`src/rtl/tick_tone_pkg.sv`:
```
package tick_tone_pkg;

  typedef enum logic [1:0] {
    TONE_OFF = 2'b00,
    TONE_HI  = 2'b01,
    TONE_MID = 2'b10,
    TONE_LO  = 2'b11
  } tone_code_e;

  // stored control bits of the control/status register, bits 7:1
  typedef struct packed {
    logic       clk_out_en;
    logic [1:0] presc;
    logic       slow_sel;
    logic [1:0] period_sel;
    logic       irq_en;
  } ctl_bits_t;

endpackage

```
`src/rtl/tt_timebase.sv`:
```
module tt_timebase #(
  parameter int unsigned PERIOD0 = 16000,
  parameter int unsigned PERIOD1 = 32000,
  parameter int unsigned PERIOD2 = 80000,
  parameter int unsigned PERIOD3 = 200000
) (
  input  logic       clk_i,
  input  logic       rst_ni,
  input  logic       restart_i,
  input  logic [1:0] sel_i,
  output logic       tick_o
);

  localparam int unsigned PMAX_A = (PERIOD0 > PERIOD1) ? PERIOD0 : PERIOD1;
  localparam int unsigned PMAX_B = (PERIOD2 > PERIOD3) ? PERIOD2 : PERIOD3;
  localparam int unsigned PMAX   = (PMAX_A > PMAX_B) ? PMAX_A : PMAX_B;
  localparam int unsigned CNT_W  = (PMAX > 2) ? $clog2(PMAX) : 1;

  logic [CNT_W-1:0] cnt_q, cnt_d, last;
  logic             wrap;

  always_comb begin
    case (sel_i)
      2'd0:    last = CNT_W'(PERIOD0 - 1);
      2'd1:    last = CNT_W'(PERIOD1 - 1);
      2'd2:    last = CNT_W'(PERIOD2 - 1);
      default: last = CNT_W'(PERIOD3 - 1);
    endcase
  end

  assign wrap   = (cnt_q == last);
  assign tick_o = wrap && !restart_i;

  always_comb begin
    if (restart_i || wrap) cnt_d = '0;
    else                   cnt_d = cnt_q + 1'b1;
  end

  always_ff @(posedge clk_i or negedge rst_ni) begin
    if (!rst_ni) cnt_q <= '0;
    else         cnt_q <= cnt_d;
  end

endmodule

```
`src/rtl/tt_tone_div.sv`:
```
module tt_tone_div
  import tick_tone_pkg::*;
#(
  parameter int unsigned HALF1 = 2000,
  parameter int unsigned HALF2 = 4000,
  parameter int unsigned HALF3 = 8000
) (
  input  logic       clk_i,
  input  logic       rst_ni,
  input  logic [1:0] code_i,
  input  logic       restart_i,
  output logic       beep_o
);

  localparam int unsigned HMAX_A = (HALF1 > HALF2) ? HALF1 : HALF2;
  localparam int unsigned HMAX   = (HMAX_A > HALF3) ? HMAX_A : HALF3;
  localparam int unsigned CNT_W  = (HMAX > 2) ? $clog2(HMAX) : 1;

  logic [CNT_W-1:0] cnt_q, cnt_d, last;
  logic             lvl_q, lvl_d;
  logic             off;

  assign off = (tone_code_e'(code_i) == TONE_OFF);

  always_comb begin
    case (tone_code_e'(code_i))
      TONE_HI:  last = CNT_W'(HALF1 - 1);
      TONE_MID: last = CNT_W'(HALF2 - 1);
      default:  last = CNT_W'(HALF3 - 1);
    endcase
  end

  always_comb begin
    cnt_d = cnt_q + 1'b1;
    lvl_d = lvl_q;
    if (restart_i || off) begin
      cnt_d = '0;
      lvl_d = 1'b0;
    end else if (cnt_q == last) begin
      cnt_d = '0;
      lvl_d = ~lvl_q;
    end
  end

  always_ff @(posedge clk_i or negedge rst_ni) begin
    if (!rst_ni) begin
      cnt_q <= '0;
      lvl_q <= 1'b0;
    end else begin
      cnt_q <= cnt_d;
      lvl_q <= lvl_d;
    end
  end

  assign beep_o = lvl_q;

endmodule

```
`src/rtl/tick_tone_ctrl.sv`:
```
module tick_tone_ctrl
  import tick_tone_pkg::*;
#(
  parameter int unsigned ADDR_W    = 8,
  parameter logic [ADDR_W-1:0] CSR_ADDR  = ADDR_W'(8'h2C),
  parameter logic [ADDR_W-1:0] TONE_ADDR = ADDR_W'(8'h2D),
  parameter int unsigned PERIOD0   = 16000,
  parameter int unsigned PERIOD1   = 32000,
  parameter int unsigned PERIOD2   = 80000,
  parameter int unsigned PERIOD3   = 200000,
  parameter int unsigned HALF1     = 2000,
  parameter int unsigned HALF2     = 4000,
  parameter int unsigned HALF3     = 8000,
  parameter int unsigned RST_STAGES = 2
) (
  input  logic              clk_i,
  input  logic              rst_ni,
  input  logic              wr_en_i,
  input  logic              rd_en_i,
  input  logic [ADDR_W-1:0] addr_i,
  input  logic [7:0]        wdata_i,
  output logic [7:0]        rdata_o,
  output logic              irq_o,
  output logic              beep_o
);

  // reset synchronizer: asserts asynchronously, releases on the clock
  logic [RST_STAGES-1:0] rst_sync_q;
  logic                  rst_n;

  always_ff @(posedge clk_i or negedge rst_ni) begin
    if (!rst_ni) rst_sync_q <= '0;
    else         rst_sync_q <= {rst_sync_q[RST_STAGES-2:0], 1'b1};
  end
  assign rst_n = rst_sync_q[RST_STAGES-1];

  // register state
  ctl_bits_t  ctl_q, ctl_d;
  logic       flag_q, flag_d;
  logic [1:0] code_q, code_d;

  logic csr_we, csr_re, tone_we, tone_chg, tick;

  assign csr_we   = wr_en_i && (addr_i == CSR_ADDR);
  assign csr_re   = rd_en_i && (addr_i == CSR_ADDR);
  assign tone_we  = wr_en_i && (addr_i == TONE_ADDR);
  assign tone_chg = tone_we && (wdata_i[1:0] != code_q);

  // next state
  always_comb begin
    ctl_d  = ctl_q;
    code_d = code_q;
    if (csr_we)  ctl_d  = ctl_bits_t'(wdata_i[7:1]);
    if (tone_we) code_d = wdata_i[1:0];
    if (tick)        flag_d = 1'b1;   // a coinciding read loses
    else if (csr_re) flag_d = 1'b0;
    else             flag_d = flag_q;
  end

  always_ff @(posedge clk_i or negedge rst_n) begin
    if (!rst_n) begin
      ctl_q  <= '0;
      flag_q <= 1'b0;
      code_q <= 2'b00;
    end else begin
      if (csr_we)  ctl_q  <= ctl_d;
      if (tone_we) code_q <= code_d;
      flag_q <= flag_d;
    end
  end

  // read mux
  always_comb begin
    rdata_o = 8'h00;
    if (rd_en_i) begin
      if (addr_i == CSR_ADDR)       rdata_o = {ctl_q, flag_q};
      else if (addr_i == TONE_ADDR) rdata_o = {6'b000000, code_q};
    end
  end

  assign irq_o = flag_q & ctl_q.irq_en;

  tt_timebase #(
    .PERIOD0(PERIOD0), .PERIOD1(PERIOD1), .PERIOD2(PERIOD2), .PERIOD3(PERIOD3)
  ) u_timebase (
    .clk_i    (clk_i),
    .rst_ni   (rst_n),
    .restart_i(csr_we),
    .sel_i    (ctl_q.period_sel),
    .tick_o   (tick)
  );

  tt_tone_div #(
    .HALF1(HALF1), .HALF2(HALF2), .HALF3(HALF3)
  ) u_tone (
    .clk_i    (clk_i),
    .rst_ni   (rst_n),
    .code_i   (code_q),
    .restart_i(tone_chg),
    .beep_o   (beep_o)
  );

endmodule

```
`config.mk`:
```
export PLATFORM = sky130hd
export DESIGN_NAME = tick_tone_ctrl
export DESIGN_NICKNAME = d
export VERILOG_FILES = /design/src/rtl/tick_tone_pkg.sv /design/src/rtl/tt_timebase.sv /design/src/rtl/tt_tone_div.sv /design/src/rtl/tick_tone_ctrl.sv
export SDC_FILE = /design/constraint.sdc
export NUM_CORES = 1
export LEC_CHECK = 0
export ABC_AREA = 0
export BUFFER_PORTS_ARGS = -buffer_cell sky130_fd_sc_hd__buf_2
export CORE_UTILIZATION = 50
export DETAILED_ROUTE_END_ITERATION = 10
export GPL_TIMING_DRIVEN = 0
export PLACE_DENSITY = 0.78
export SYNTH_ARGS = -nofsm -noshare
export SYNTH_HDL_FRONTEND = slang
export SYNTH_SLANG_ARGS = --single-unit
```
`constraint.sdc`:
```
create_clock -name clk_i -period 2.2 [get_ports clk_i]
set_clock_uncertainty 0.2 [all_clocks]
set_input_delay 0.22 -clock clk_i [delete_from_list [all_inputs] [get_ports clk_i]]
set_output_delay 0.22 -clock clk_i [all_outputs]
set_load 0.02 [all_outputs]
```
-- Word level (Yosys, flattened, before mapping)
Cells that the tools add are included.
- register bits: 44
- input port bits: 20
- output and inout bits: 10
- word-level logic and storage cells: 48
- add/sub/neg operators: 2
- equality and inequality tests: 9
- muxes and demuxes: 12
- bitwise logic cells: 2
- reduce and logical (&&, ||, !) cells: 12
- operator list (operator ; number):
    $pmux W18 S3 ; 1
    $mux W13 ; 2
    $pmux W13 S2 ; 1
    $add A18 B1 Y18 const B ; 1
    $eq A18 B18 Y1 ; 1
    $mux W18 ; 1
    $eq A8 B6 Y1 const B ; 2
    $mux W8 ; 2
    $add A13 B1 Y13 const B ; 1
    $eq A13 B13 Y1 ; 1
    $logic_and A1 B1 Y1 ; 5
    $eq A2 B1 Y1 const B ; 2
    $eq A2 B2 Y1 const B ; 2
    $logic_not A2 Y1 ; 2
    $mux W1 ; 4
    $reduce_bool A2 Y1 ; 2
    $logic_or A1 B1 Y1 ; 2
    $mux W2 ; 1
    $ne A2 B2 Y1 ; 1
    $and A1 B1 Y1 ; 1
    $logic_not A1 Y1 ; 1
    $not A1 Y1 ; 1

-- Logic depth before layout (Yosys ltp)
- word-level depth: 5
- gate-level depth with buffers: 8

-- Modules after synthesis
A second synthesis with hierarchy kept.
- cells, all modules: 228
- area total of the unflattened synthesis: 2306.0 sq um
- by module, submodules not included (module ; times used ; cells an instance ; area each (sq um) ; sequential area each (sq um)):
    tt_timebase ; 1 ; 107 ; 993.5 ; 450.4
    tt_tone_div ; 1 ; 75 ; 723.2 ; 350.3
    tick_tone_ctrl ; 1 ; 46 ; 589.3 ; 300.3

-- Worst setup path before layout
OpenSTA, ideal clock, no wires.
- kind: register to register
- start: register code_q[0]
- end: register u_tone.cnt_q[10]
- arrival: 1793 ps
- data required time: 1881 ps
- setup slack: 88 ps
- stages on the path, launching flop included: 9
- path buffers: 1
- cells stage by stage: dfrtp_1 -> inv_1 -> ha_1 -> nor4bb_1 -> nor2_1 -> nor4b_1 -> or2_2 -> buf_4 -> nor2_1
- longest elaborated chain between the ends: 5
- RTL lines (what ; line ; text):
    start, declared ; tick_tone_ctrl.sv:40 ; logic [1:0] code_q, code_d;
    start signal, assigned ; tick_tone_ctrl.sv:67 ; if (tone_we) code_q <= code_d;
    $eq A2 B2 Y1 or $eq A2 B1 Y1 (tied branches) ; tt_tone_div.sv:26 ; case (tone_code_e'(code_i))
    $pmux W13 S2 ; tt_tone_div.sv:26 ;
    $eq A13 B13 Y1 ; tt_tone_div.sv:39 ; end else if (cnt_q == last) begin
    $mux W13 ; tt_tone_div.sv:39 ;
    $mux W13 (*) ; tt_tone_div.sv:36 ; if (restart_i || off) begin
    net u_tone.cnt_d[10] ; tt_tone_div.sv:19 ; logic [CNT_W-1:0] cnt_q, cnt_d, last;
    end signal, assigned ; tt_tone_div.sv:50 ; cnt_q <= cnt_d;
    end, declared ; tt_tone_div.sv:19 ;
The timed path passes the listed nets; every way through them passes the cells marked *.
A chain may end at the register's enable or synchronous reset.

-- Final worst setup path
- start: register code_q[0]
- end: register u_tone.cnt_q[7]
Same word-level chain as after synthesis.

==> results.txt <==
- Clock tree from TritonCTS: done
* Post-synth cell types: 38
* Gate count of the mapped netlist: 228
- The initial antenna violation count came to 0.
- Post-CTS clock slew at the launch and capture registers of the worst setup and hold paths: 0.08 ns
* Cell Count Post-Placement: around 310
* Detailed-route wire length: about 4.7 mm
- The first detailed-routing pass took 4 iterations.
* Worst Setup Start Kind: flip-flop
- During I/O placement, the number of pins put on the boundary was 30.
- Kind of critical path: flip-flop to flip-flop
* Detailed-route DRC error count: 0
- Static Leak: between 0.001 and 0.0015 uW
- DPL Wire Length: 3.03 mm
- Number of standard cells in the layout, taps in and fillers out: 330
* Average wire per standard cell: between 10 and 15 um
- Flip-flop and latch count after synthesis: between 40 and 50
- Fmax achieved: between 400 and 500 MHz
* Area added between synthesis and finish: 20.9%
- Final weighted congestion in routability-driven placement: about 0.9
* IO Port Bufs: 28
- For the pin with the worst max-slew slack, the measured transition is 0.905 ns.
- Fin nets: about 300
- Met1 Resource Use GR: 0.258
- For this run, asynchronously set or reset flops after synthesis account for 1.00.
- Final critical-path required period: 2.12 ns
- For this configuration, the core starts out at a cell density of 0.523.
- Commonest register cell after synthesis: sky130_fd_sc_hd__dfrtp_1
- Counting every net in the synthesized netlist gives 252.
* Max clock buf depth: 2
* Die boundary width: about 70 um
- In this run, synthesis inferred 0 flip-flops with an integrated enable.
- Count of final hold-check violations: 0
- Clock buffer count from CTS: 5
- Along the worst path, the maximum fanout reaches 10.
- The floorplan has 24 rows.
- The tree is rooted in a sky130_fd_sc_hd__clkbuf_8.
- Die height: 69.5 um
* Worst min-delay path category: input pin to flip-flop
* Total routing usage reported by global routing: 0.201
* Core area: 4350 um^2
- Max-slew headroom at the worst pin: 0.397
- For this run, global-route usage on met2 was measured as 0.337.
* Later-pin clock latency in the skew report: slightly below 0.3 ns
- STA classifies the critical path endpoint as a flip-flop.
* Global-route wire length before repair: a little under 8 mm
- Each instance of the synthesized netlist takes up on average around 10 um^2.
- Final critical-path share of the clock period: 0.961
- Status: complete, no violations
- Seq/Total Area, Yosys: 0.483
- VDD sags by at most between 300 and 400 uV.
- Hold is met by ~0.006 ns.
- Inserted Diodes: 0
* Total overflow reported by the global router: 0
* Met3 global-route usage: 0.0480
- For this run, the share of the core covered by cells in the final layout is 0.633.
- Routing layer with the top usage in global route: met2
* Crit path arrival time: roughly 2.1 ns
- Proportion of layout cells with a drive suffix above 1: 0.237
- Total die area: just under 5000 um^2
- Count of antenna-violating nets left after detailed routing: 0
- Yosys synthesis warning count: 0
- Max Slew Vio Count: 0
- In the post-route analysis, the smallest setup slack over all paths is between 0.08 and 0.09 ns.
- Number of global-route vias before repair: 1743
- Minimum setup slack after placement: -0.171 ns
* Sinks on Clock Net: 44
- In this run the cell area of the synthesized design comes to ~2300 um^2.
- Setup violations remaining at the end of the flow were counted as 0.
- Clock H-tree levels: 2
- In the routed layout, each cell is associated on average with a via count of 5.51.
- The detailed router finished its first iteration with 170 violations.
- Data on the critical path is required at its endpoint by about 2.2 ns.
- Number of max-cap violations: 0
- The routed layout has about 1800 vias.
- For this design the ratio of total power to cell area is between 600 and 700 nW/um^2.
- Entering global routing, the biggest net connects 43 pins.
## flip-flops by register name, summed over array words and instances (netlist names)
name              cells
u_tone.beep_o         1
u_timebase.cnt_q     18
code_q                2
u_tone.cnt_q         13
flag_q                1
rst_sync_q            2
ctl_q                 7
## repair_timing
action | 4_1_cts | 5_1_grt
resized for setup | 2 | 10
hold buffers | 8 | 0
setup endpoints to repair | 10 | 21
gates cloned | 0 | 0
buffers inserted | 3 | 4
pin swaps | 1 | 6
hold endpoints to repair | 9 | 0
## worst max-delay path, stage by stage, from the launching register on
cell,delay (ns)
sky130_fd_sc_hd__dfrtp_1,0.43
sky130_fd_sc_hd__buf_6,0.14
sky130_fd_sc_hd__ha_2,0.17
sky130_fd_sc_hd__and4bb_2,0.27
sky130_fd_sc_hd__a31oi_1,0.05
sky130_fd_sc_hd__nor4b_2,0.33
sky130_fd_sc_hd__or2_4,0.20
sky130_fd_sc_hd__buf_6,0.14
sky130_fd_sc_hd__nor2_1,0.06
## through the flow
step                setup TNS, ns  total power (uW)  area [um^2]
floorplan                       0              1130         2280
global placement            -1.19              1190         2480
detailed placement          -1.59              1200         2480
CTS                             0              1720         2690
global route             -0.00464              1820         2760
finish                          0              1730         2760
## synth_stat cells, types with 2 or more instances
cell type	instances	area share
sky130_fd_sc_hd__a31oi_1	3	0.0082
sky130_fd_sc_hd__and2_1	7	0.019
sky130_fd_sc_hd__and3_1	6	0.016
sky130_fd_sc_hd__and4_1	3	0.012
sky130_fd_sc_hd__buf_4	2	0.0066
sky130_fd_sc_hd__clkbuf_1	2	0.0033
sky130_fd_sc_hd__dfrtp_1	44	0.48
sky130_fd_sc_hd__ha_1	4	0.022
sky130_fd_sc_hd__inv_1	9	0.015
sky130_fd_sc_hd__mux2_2	7	0.035
sky130_fd_sc_hd__mux2i_1	3	0.013
sky130_fd_sc_hd__nand2_1	10	0.016
sky130_fd_sc_hd__nand3_1	11	0.024
sky130_fd_sc_hd__nand4_1	8	0.022
sky130_fd_sc_hd__nor2_1	46	0.076
sky130_fd_sc_hd__nor3_1	5	0.011
sky130_fd_sc_hd__nor4b_2	2	0.013
sky130_fd_sc_hd__nor4bb_1	4	0.018
sky130_fd_sc_hd__o21ai_0	5	0.011
sky130_fd_sc_hd__xnor2_1	16	0.062
sky130_fd_sc_hd__xor2_1	14	0.054
## where the power goes
part,total (uW),internal (uW),switching (uW)
registers,977,887,90.6
logic,241,125,117
clock network,507,256,251
## cell families (layout without fill, tap and decap cells)
group	count (synthesis)	after routing	share of synthesized area
AOI/OAI and AO/OA	15	15	0.0434
xor gates and xnor gates	30	30	0.115
and+or+nand+nor	109	109	0.255
muxes	10	10	0.0478
adders and majority gates	4	4	0.0220
other	1	1	0.00165
buffers and inverters	15	65	0.0318
DFF	44	44	0.483
## cell type report
type                            instances  area [um^2]
Fill cell                             344         1600
Multi-Input combinational cell        169         1150
Sequential cell                        44         1100
Timing Repair Buffer                   42          269
Clock buffer                            8         90.1
Tap cell                               52         65.1
Buffer                                  6         42.5
Inverter                                9         33.8
## final timing paths
path | start | to | slack (ns) | depth (start not counted)
min reg2reg | rst_sync_q[0] | rst_sync_q[1] | 0.15 | 0
max | code_q[0] | u_tone.cnt_q[7] | 0.08 | 8
max reg2reg | code_q[0] | u_tone.cnt_q[7] | 0.08 | 8
min | wdata_i[1] | code_q[1] | 0.006 | 2
min in group asynchronous | rst_ni | rst_sync_q[1] | 0.04 | 2
max in group asynchronous | rst_sync_q[1] | u_timebase.cnt_q[8] | 0.98 | 0
## layout by cell type, fill, tap and decap left out, drive strengths merged, types with 4 or more instances in the layout
cell,instances
nand2,10
clkbuf,10
nor3,5
dfrtp,44
nor4bb,4
nand3,12
xor2,14
ha,4
and3,6
mux2,7
and2,7
dlygate4sd3,8
buf,38
xnor2,16
nor2,46
o21ai,5
inv,9
nand4,8
## layer usage
| metal | up-vias | wire (um) |
|---|---|---|
| li1 | 877 | - |
| met1 | 870 | 2050 |
| met2 | 61 | 2330 |
| met3 | 10 | 273 |
| met4 | 0 | 80 |
| met5 | - | 0 |
Note: power is estimated with default switching activity, not from simulation.
